`src/rtl/qrs_pkg.sv`:
```
package qrs_pkg;
  typedef enum logic {SGN_POS = 1'b0, SGN_NEG = 1'b1} sgn_e;
endpackage

```
`src/rtl/slope_front.sv`:
```
module slope_front #(
  parameter int XW  = 12,
  parameter int AVG = 8,
  localparam int DW = XW + 1,
  localparam int SW = DW + $clog2(AVG)
) (
  input  logic                 clk,
  input  logic                 rst_n,
  input  logic                 vld,
  input  logic [XW-1:0]        x,
  output logic signed [DW-1:0] d,
  output logic signed [SW-1:0] s
);
  localparam logic signed [SW-1:0] XMAX = SW'((1 << XW) - 1);

  logic [XW-1:0]        x_prev;
  logic signed [DW-1:0] dh [AVG];
  logic signed [SW-1:0] sum_q;

  function automatic logic signed [DW-1:0] step_of(input logic [XW-1:0] cur,
                                                    input logic [XW-1:0] prv);
    return $signed({1'b0, cur}) - $signed({1'b0, prv});
  endfunction

  assign d = step_of(x, x_prev);
  assign s = sum_q + SW'(d) - SW'(dh[AVG-1]);

  always_ff @(posedge clk) begin
    if (!rst_n) begin
      x_prev <= '0;
      sum_q  <= '0;
      for (int i = 0; i < AVG; i++) dh[i] <= '0;
    end else if (vld) begin
      x_prev <= x;
      sum_q  <= s;
      dh[0]  <= d;
      for (int i = 1; i < AVG; i++) dh[i] <= dh[i-1];
    end
  end

  // the running sum telescopes to x[n]-x[n-AVG], so it stays in sample range
  a_r2_slope_bounded: assert property (@(posedge clk) disable iff (!rst_n)
    (s <= XMAX) && (s >= -XMAX));
endmodule

```
`src/rtl/beat_gate.sv`:
```
module beat_gate #(
  parameter int MW      = 16,
  parameter int DSH     = 3,
  parameter int MIN_THR = 64,
  parameter int REFRAC  = 200,
  localparam int RCW    = $clog2(REFRAC + 1)
) (
  input  logic          clk,
  input  logic          rst_n,
  input  logic          vld,
  input  logic [MW-1:0] mag,
  output logic          hit
);
  logic [MW-1:0]  peak_q, thr, decayed, peak_nx;
  logic [RCW-1:0] rc_q;
  logic           refr;

  function automatic logic [MW-1:0] decay_of(input logic [MW-1:0] p);
    return p - (p >> DSH);
  endfunction

  assign thr     = peak_q >> 1;
  assign decayed = decay_of(peak_q);
  assign peak_nx = (mag > decayed) ? mag : decayed;
  assign refr    = (rc_q != '0);
  assign hit     = vld && !refr && (thr >= MW'(MIN_THR)) && (mag >= thr);

  always_ff @(posedge clk) begin
    if (!rst_n) begin
      peak_q <= '0;
      rc_q   <= '0;
    end else if (vld) begin
      peak_q <= peak_nx;
      if (hit)       rc_q <= RCW'(REFRAC);
      else if (refr) rc_q <= rc_q - RCW'(1);
    end
  end

  // the tracker never falls below the magnitude just seen
  a_r4_peak_covers_mag: assert property (@(posedge clk) disable iff (!rst_n)
    vld |=> (peak_q >= $past(mag)));
endmodule

```
`src/rtl/flat_finder.sv`:
```
module flat_finder #(
  parameter int XW       = 12,
  parameter int FLATW    = 40,
  parameter int FLAT_LSB = 8,
  localparam int FCW     = $clog2(FLATW)
) (
  input  logic          clk,
  input  logic          rst_n,
  input  logic          vld,
  input  logic [XW-1:0] x,
  output logic          flat
);
  logic [XW-1:0]  win [FLATW-1];
  logic [FCW-1:0] fill_q;
  logic [XW-1:0]  mx, mn;

  always_comb begin
    mx = x;
    mn = x;
    for (int i = 0; i < FLATW - 1; i++) begin
      if (win[i] > mx) mx = win[i];
      if (win[i] < mn) mn = win[i];
    end
  end

  assign flat = (fill_q == FCW'(FLATW - 1)) && ((mx - mn) < XW'(FLAT_LSB));

  always_ff @(posedge clk) begin
    if (!rst_n) begin
      fill_q <= '0;
      for (int i = 0; i < FLATW - 1; i++) win[i] <= '0;
    end else if (vld) begin
      if (fill_q != FCW'(FLATW - 1)) fill_q <= fill_q + FCW'(1);
      win[0] <= x;
      for (int i = 1; i < FLATW - 1; i++) win[i] <= win[i-1];
    end
  end
endmodule

```
`src/rtl/onset_marker.sv`:
```
module onset_marker #(
  parameter int DW   = 13,
  parameter int SW   = 16,
  parameter int IDXW = 16,
  parameter int BIG  = 40,
  parameter int HIGH = 400,
  parameter int W1   = 40,
  parameter int W2   = 240
) (
  input  logic                 clk,
  input  logic                 rst_n,
  input  logic                 vld,
  input  logic signed [DW-1:0] d,
  input  logic signed [SW-1:0] s,
  input  logic [IDXW-1:0]      idx,
  input  logic                 flat,
  output logic                 c1,
  output logic                 c2,
  output logic                 onset_hit,
  output logic                 offset_hit
);
  import qrs_pkg::*;

  localparam logic signed [DW-1:0] BIG_P  = DW'(BIG);
  localparam logic signed [SW-1:0] HIGH_P = SW'(HIGH);

  logic            st_v, xp_v, xn_v, armed_q;
  sgn_e            st_sgn, cur_sgn;
  logic [IDXW-1:0] st_idx, xp_idx, xn_idx, gap1, gapp, gapn;
  logic            big, ex_pos, ex_neg;

  function automatic logic near(input logic [IDXW-1:0] gap, input int win);
    return gap < IDXW'(win);
  endfunction

  assign big     = (d >= BIG_P) || (d <= -BIG_P);
  assign cur_sgn = d[DW-1] ? SGN_NEG : SGN_POS;
  assign ex_pos  = (s >= HIGH_P);
  assign ex_neg  = (s <= -HIGH_P);
  assign gap1    = idx - st_idx;
  assign gapp    = idx - xp_idx;
  assign gapn    = idx - xn_idx;

  assign c1 = big && st_v && (st_sgn == cur_sgn) && near(gap1, W1);
  assign c2 = (ex_pos && xn_v && near(gapn, W2)) ||
              (ex_neg && xp_v && near(gapp, W2));

  assign onset_hit  = vld && armed_q && (c1 || c2);
  assign offset_hit = vld && !armed_q && flat;

  always_ff @(posedge clk) begin
    if (!rst_n) begin
      st_v    <= 1'b0;
      st_sgn  <= SGN_POS;
      st_idx  <= '0;
      xp_v    <= 1'b0;
      xp_idx  <= '0;
      xn_v    <= 1'b0;
      xn_idx  <= '0;
      armed_q <= 1'b1;
    end else if (vld) begin
      if (big) begin
        st_v   <= 1'b1;
        st_sgn <= cur_sgn;
        st_idx <= idx;
      end
      if (ex_pos) begin
        xp_v   <= 1'b1;
        xp_idx <= idx;
      end
      if (ex_neg) begin
        xn_v   <= 1'b1;
        xn_idx <= idx;
      end
      if (onset_hit)       armed_q <= 1'b0;
      else if (offset_hit) armed_q <= 1'b1;
    end
  end

  // an excursion rule hit needs an earlier opposite excursion on record
  a_r7_excursion_has_partner: assert property (@(posedge clk) disable iff (!rst_n)
    c2 |-> (xp_v || xn_v));
endmodule

```
`src/rtl/slope_beat_detector.sv`:
```
module slope_beat_detector #(
  parameter int XW       = 12,
  parameter int AVG      = 8,
  parameter int IDXW     = 16,
  parameter int DSH      = 3,
  parameter int MIN_THR  = 64,
  parameter int REFRAC   = 200,
  parameter int BIG      = 40,
  parameter int W1       = 40,
  parameter int HIGH     = 400,
  parameter int W2       = 240,
  parameter int FLATW    = 40,
  parameter int FLAT_LSB = 8
) (
  input  logic            clk,
  input  logic            rst_n,
  input  logic            samp_vld,
  input  logic [XW-1:0]   samp,
  output logic            beat_stb,
  output logic [IDXW-1:0] beat_idx,
  output logic            onset_stb,
  output logic [IDXW-1:0] onset_idx,
  output logic            offset_stb,
  output logic [IDXW-1:0] offset_idx
);
  localparam int DW = XW + 1;
  localparam int SW = DW + $clog2(AVG);

  logic signed [DW-1:0] d;
  logic signed [SW-1:0] s;
  logic [SW-1:0]        mag;
  logic [IDXW-1:0]      idx_q;
  logic                 beat_hit, onset_hit, offset_hit, flat, c1, c2;

  function automatic logic [SW-1:0] mag_of(input logic signed [SW-1:0] v);
    return v[SW-1] ? SW'(-v) : SW'(v);
  endfunction

  assign mag = mag_of(s);

  slope_front #(.XW(XW), .AVG(AVG)) front_i (
    .clk(clk), .rst_n(rst_n), .vld(samp_vld), .x(samp), .d(d), .s(s));

  beat_gate #(.MW(SW), .DSH(DSH), .MIN_THR(MIN_THR), .REFRAC(REFRAC)) gate_i (
    .clk(clk), .rst_n(rst_n), .vld(samp_vld), .mag(mag), .hit(beat_hit));

  flat_finder #(.XW(XW), .FLATW(FLATW), .FLAT_LSB(FLAT_LSB)) flat_i (
    .clk(clk), .rst_n(rst_n), .vld(samp_vld), .x(samp), .flat(flat));

  onset_marker #(.DW(DW), .SW(SW), .IDXW(IDXW), .BIG(BIG), .HIGH(HIGH),
                 .W1(W1), .W2(W2)) mark_i (
    .clk(clk), .rst_n(rst_n), .vld(samp_vld), .d(d), .s(s), .idx(idx_q),
    .flat(flat), .c1(c1), .c2(c2), .onset_hit(onset_hit),
    .offset_hit(offset_hit));

  always_ff @(posedge clk) begin
    if (!rst_n) begin
      idx_q      <= '0;
      beat_stb   <= 1'b0;
      onset_stb  <= 1'b0;
      offset_stb <= 1'b0;
      beat_idx   <= '0;
      onset_idx  <= '0;
      offset_idx <= '0;
    end else begin
      beat_stb   <= beat_hit;
      onset_stb  <= onset_hit;
      offset_stb <= offset_hit;
      if (beat_hit)   beat_idx   <= idx_q;
      if (onset_hit)  onset_idx  <= idx_q;
      if (offset_hit) offset_idx <= idx_q;
      if (samp_vld)   idx_q      <= idx_q + IDXW'(1);
    end
  end

  // every strobe follows an accepted sample
  a_r10_strobe_needs_vld: assert property (@(posedge clk) disable iff (!rst_n)
    (beat_stb || onset_stb || offset_stb) |-> $past(samp_vld));
  // refractory interval forbids beats on consecutive samples
  a_r5_beat_not_back_to_back: assert property (@(posedge clk) disable iff (!rst_n)
    beat_stb |=> !beat_stb);
  // an onset disarms the marker, so two onsets never follow each other
  a_r8_onset_not_back_to_back: assert property (@(posedge clk) disable iff (!rst_n)
    onset_stb |=> !onset_stb);
  // onset and offset never share a sample
  a_r9_marks_exclusive: assert property (@(posedge clk) disable iff (!rst_n)
    !(onset_stb && offset_stb));
  // an onset is always caused by one of the two slope rules
  a_r6_onset_has_cause: assert property (@(posedge clk) disable iff (!rst_n)
    onset_stb |-> $past(c1 || c2));
endmodule

```
`config.mk`:
```
export PLATFORM = sky130hd
export DESIGN_NAME = slope_beat_detector
export DESIGN_NICKNAME = d
export VERILOG_FILES = /design/src/rtl/qrs_pkg.sv /design/src/rtl/slope_front.sv /design/src/rtl/beat_gate.sv /design/src/rtl/flat_finder.sv /design/src/rtl/onset_marker.sv /design/src/rtl/slope_beat_detector.sv
export SDC_FILE = /design/constraint.sdc
export NUM_CORES = 2
export LEC_CHECK = 0
export ABC_AREA = 1
export BUFFER_PORTS_ARGS = -buffer_cell sky130_fd_sc_hd__buf_2
export CORE_AREA = 2 2 390 683
export CTS_CLUSTER_SIZE = 16
export DETAILED_ROUTE_END_ITERATION = 8
export DIE_AREA = 0 0 392 685
export SLEW_MARGIN = 20
export SYNTH_ARGS = -nofsm -noshare
export SYNTH_HDL_FRONTEND = slang
export SYNTH_SLANG_ARGS = --single-unit
```
`constraint.sdc`:
```
create_clock -name clk -period 71.6 [get_ports clk]
set_clock_uncertainty 0.2 [all_clocks]
set_input_delay 0 -clock clk [delete_from_list [all_inputs] [get_ports clk]]
set_output_delay 0 -clock clk [all_outputs]
set_load 0.005 [all_outputs]
```
==> impl_metrics.toml <==
[cts]
clockBufferDepth = 3
numCtsBuffers = 88
cts_num_sinks = 750
cts-root-buf = "clkbuf_16"
path_clk_slew_ns = 0.07
cts_setup_buffers = 0
cts_tree = "done"
insertion_delay_ns = 0.73
ctsHtreeMaxLevel = 3

[placement]
placed_area_mm2 = 0.0697
hpwl_mm = 150
portBuffers = 65
gp_congestion = 0.925

[floorplan]
rows = 250
die_h_um = 685
ios = 66
die-width_um = 392
dieArea_mm2 = 0.269
start_util_pct = 24.9
core_mm2 = 0.263

[cells_and_area]
largest-register = "flat_i.win"
final_cell_mix = "nand2_1 (2,042), inv_1 (1,238), ha_1 (939)"
largestRegisters = "flat_i.win x468, front_i.dh x104"
largest_register_ffs = 468
layout_commonest_cell = "nand2_1"
final_net_count = 9841
multi_input_area_mm2 = 0.0389
syn_to_final_growth_pct = 11.4
drive_above_1_share_pct = 8.44
seq_area_mm2 = 0.0207
nFillCells = 29000
final_cell_area_mm2 = 0.0730

[worst_hold_path]
worstHoldStart = "samp_vld"
whs_path_depth = 4
hold_class = "input pin to flip-flop"
min_delay_worst_endpoint = "mark_i.xn_idx[15]"

[setup_path]
cp-start-kind = "flip-flop"
r2r.worst_path.cells = 290
cp_slowest_cell = "a2111o_1"
crit_required_ns = 72.06
crit_top_cell = "a21oi_1"
r2r_start = "flat_i.win[0][3]"
reg2reg_to = "offset_idx[5]"
r2r_slack_ns = 6.56
slowest_delay_ns = 0.60
worst_ep_arrival_time_ns = 65.50
crit_path_start = "flat_i.win[0][3]"
cp_max_fo = 28
critical_path_class = "flip-flop to flip-flop"
crit_path_end_kind = "flip-flop"

[global_routing]
grt_pass1_wl_mm = 299
grt_usage_pct = 13.9
grt_overflow_total = 0
antenna_found_initial = 11
grt_pass1_vias = 56200
grt_max_degree = 163

[synth]
yosys.area_share.xor_xnor_pct = 1.11
synth_edf_count = 572
yosys.area_share.simple_pct = 25.3
synthFlopType = "edfxtp_1"
syn_nets = 9835
synth-adder-area-share_pct = 18.5
synthCells = 8863
synthMuxAreaShare_pct = 0
synthDistinctLibCells = 66
yosysWarnings = 0
synth_area_mm2 = 0.0655
synth_compound_area_share_pct = 14.0
postSynth.asyncResetShare_pct = 0
synth_area_per_cell_um2 = 7.39
ys_ff_latch = 750
synth_top_family_by_area = "simple AND/OR/NAND/NOR gates"
seq_area_frac_synth_pct = 31.7

[timing]
finalCriticalPeriod_ns = 65.04
hold_viol_final = 0
final.period_utilization_pct = 90.8
slew_headroom_pct = 28.1
final-max-slew-violation-count = 0
fmax_ghz = 0.0154
setup_viol = 0
worst_pin_slew_ns = 1.08

[routing]
wl_per_cell_um = 15.3
drc = 1
drtIter0Drc = 2661
detail_route.vias_per_cell = 4.59
drt-total-wl_mm = 191
vias = 57200
ant_nets = 0
drt-pass1-iter-count = 8

[job]
cap_violations = 0

[run_status]
violations = "DRC"
status = "complete, but fails checks"
-- what timing repair did --
action | CTS | global route
gates resized for setup | 33 | 120
gates cloned | 0 | 1
pin swaps | 0 | 1
hold buffers | 15 | 0
endpoints found under the hold margin | 107 | 0
endpoints found under the setup margin | 18 | 18
-- worst max-delay path by stage --
stage                      to  slack, ns  cells after the start
3_3_place_gp    offset_idx[8]      -3.81                    284
4_1_cts        offset_idx[13]       0.06                    286
6_report        offset_idx[5]       6.56                    290
5_1_grt         offset_idx[9]      -0.02                    290
2_1_floorplan  offset_idx[10]      10.17                    508
3_5_place_dp   offset_idx[13]      -3.90                    284
-- cells in the mapped netlist, types with 68 or more instances --
library cell  number  area share [%]
clkbuf_1         211             1.2
nand2_1         2071              12
nand4_1           81            0.77
nand3_1          476             3.6
inv_1           1238             7.1
nor2_2            99            0.95
nand2_2          139             1.3
edfxtp_1         572              26
a211oi_1          68            0.78
dfxtp_1          178             5.4
nor2_1           775             4.4
a21oi_1          440             3.4
ha_1             940              18
o21ai_0         1015             7.8
-- per-layer routing --
| layer | track usage (%) | up-vias | share of wire (%) |
|---|---|---|---|
| met4 | 8.79 | 8 | 7.0 |
| met5 | 0 | - | 0.025 |
| met2 | 27.1 | 1022 | 53 |
| met3 | 1.60 | 602 | 3.0 |
| met1 | 13.7 | 26100 | 37 |
| li1 | - | 29500 | - |
-- stage by stage --
stage          cells  hold slack, ns  setup TNS (ns)  utilization, %  setup slack (ns)
2_1_floorplan   8863          0.0411               0               -             10.17
3_3_place_gp   12300           0.161          -67.87            26.5             -3.81
3_5_place_dp   12300           0.163          -69.53            26.5             -3.90
4_1_cts        12500          0.0447               0            27.6            0.0624
5_1_grt        12500          0.0933         -0.0370            27.7           -0.0214
6_report       12500          0.0814               0            27.7              6.56
-- cells by family (layout without fill, tap and decap cells) --
| kind of cell | Yosys count | after routing |
|---|---|---|
| simple gates | 3831 | 3832 |
| compound gates | 1694 | 1694 |
| buf+inv | 1550 | 1627 |
| fa+ha+maj | 957 | 957 |
| flops | 750 | 750 |
| xor+xnor | 81 | 81 |
| other cells | 0 | 4 |
-- cell type report --
type / count / share of cell area, %
multi-input cells: 6564 / 53.2
flip-flops and latches: 750 / 28.4
inverters: 1282 / 6.61
well taps: 3528 / 6.05
clock buffers: 110 / 3.25
repair buffers: 183 / 1.75
clock inverters: 52 / 0.665
diodes: 4 / 0.0137
-- critical path: cells and delay by family (launching register included) --
family	cells	cell delay [ns]
compound gates	151	36.23
fa+ha+maj	40	12.06
buf+inv	4	0.52
flops	1	0.47
simple gates	95	15.30
Power is left out: the tool's default activity adds up to more than one toggle a clock period on the data nets, which glitch-free logic cannot reach.
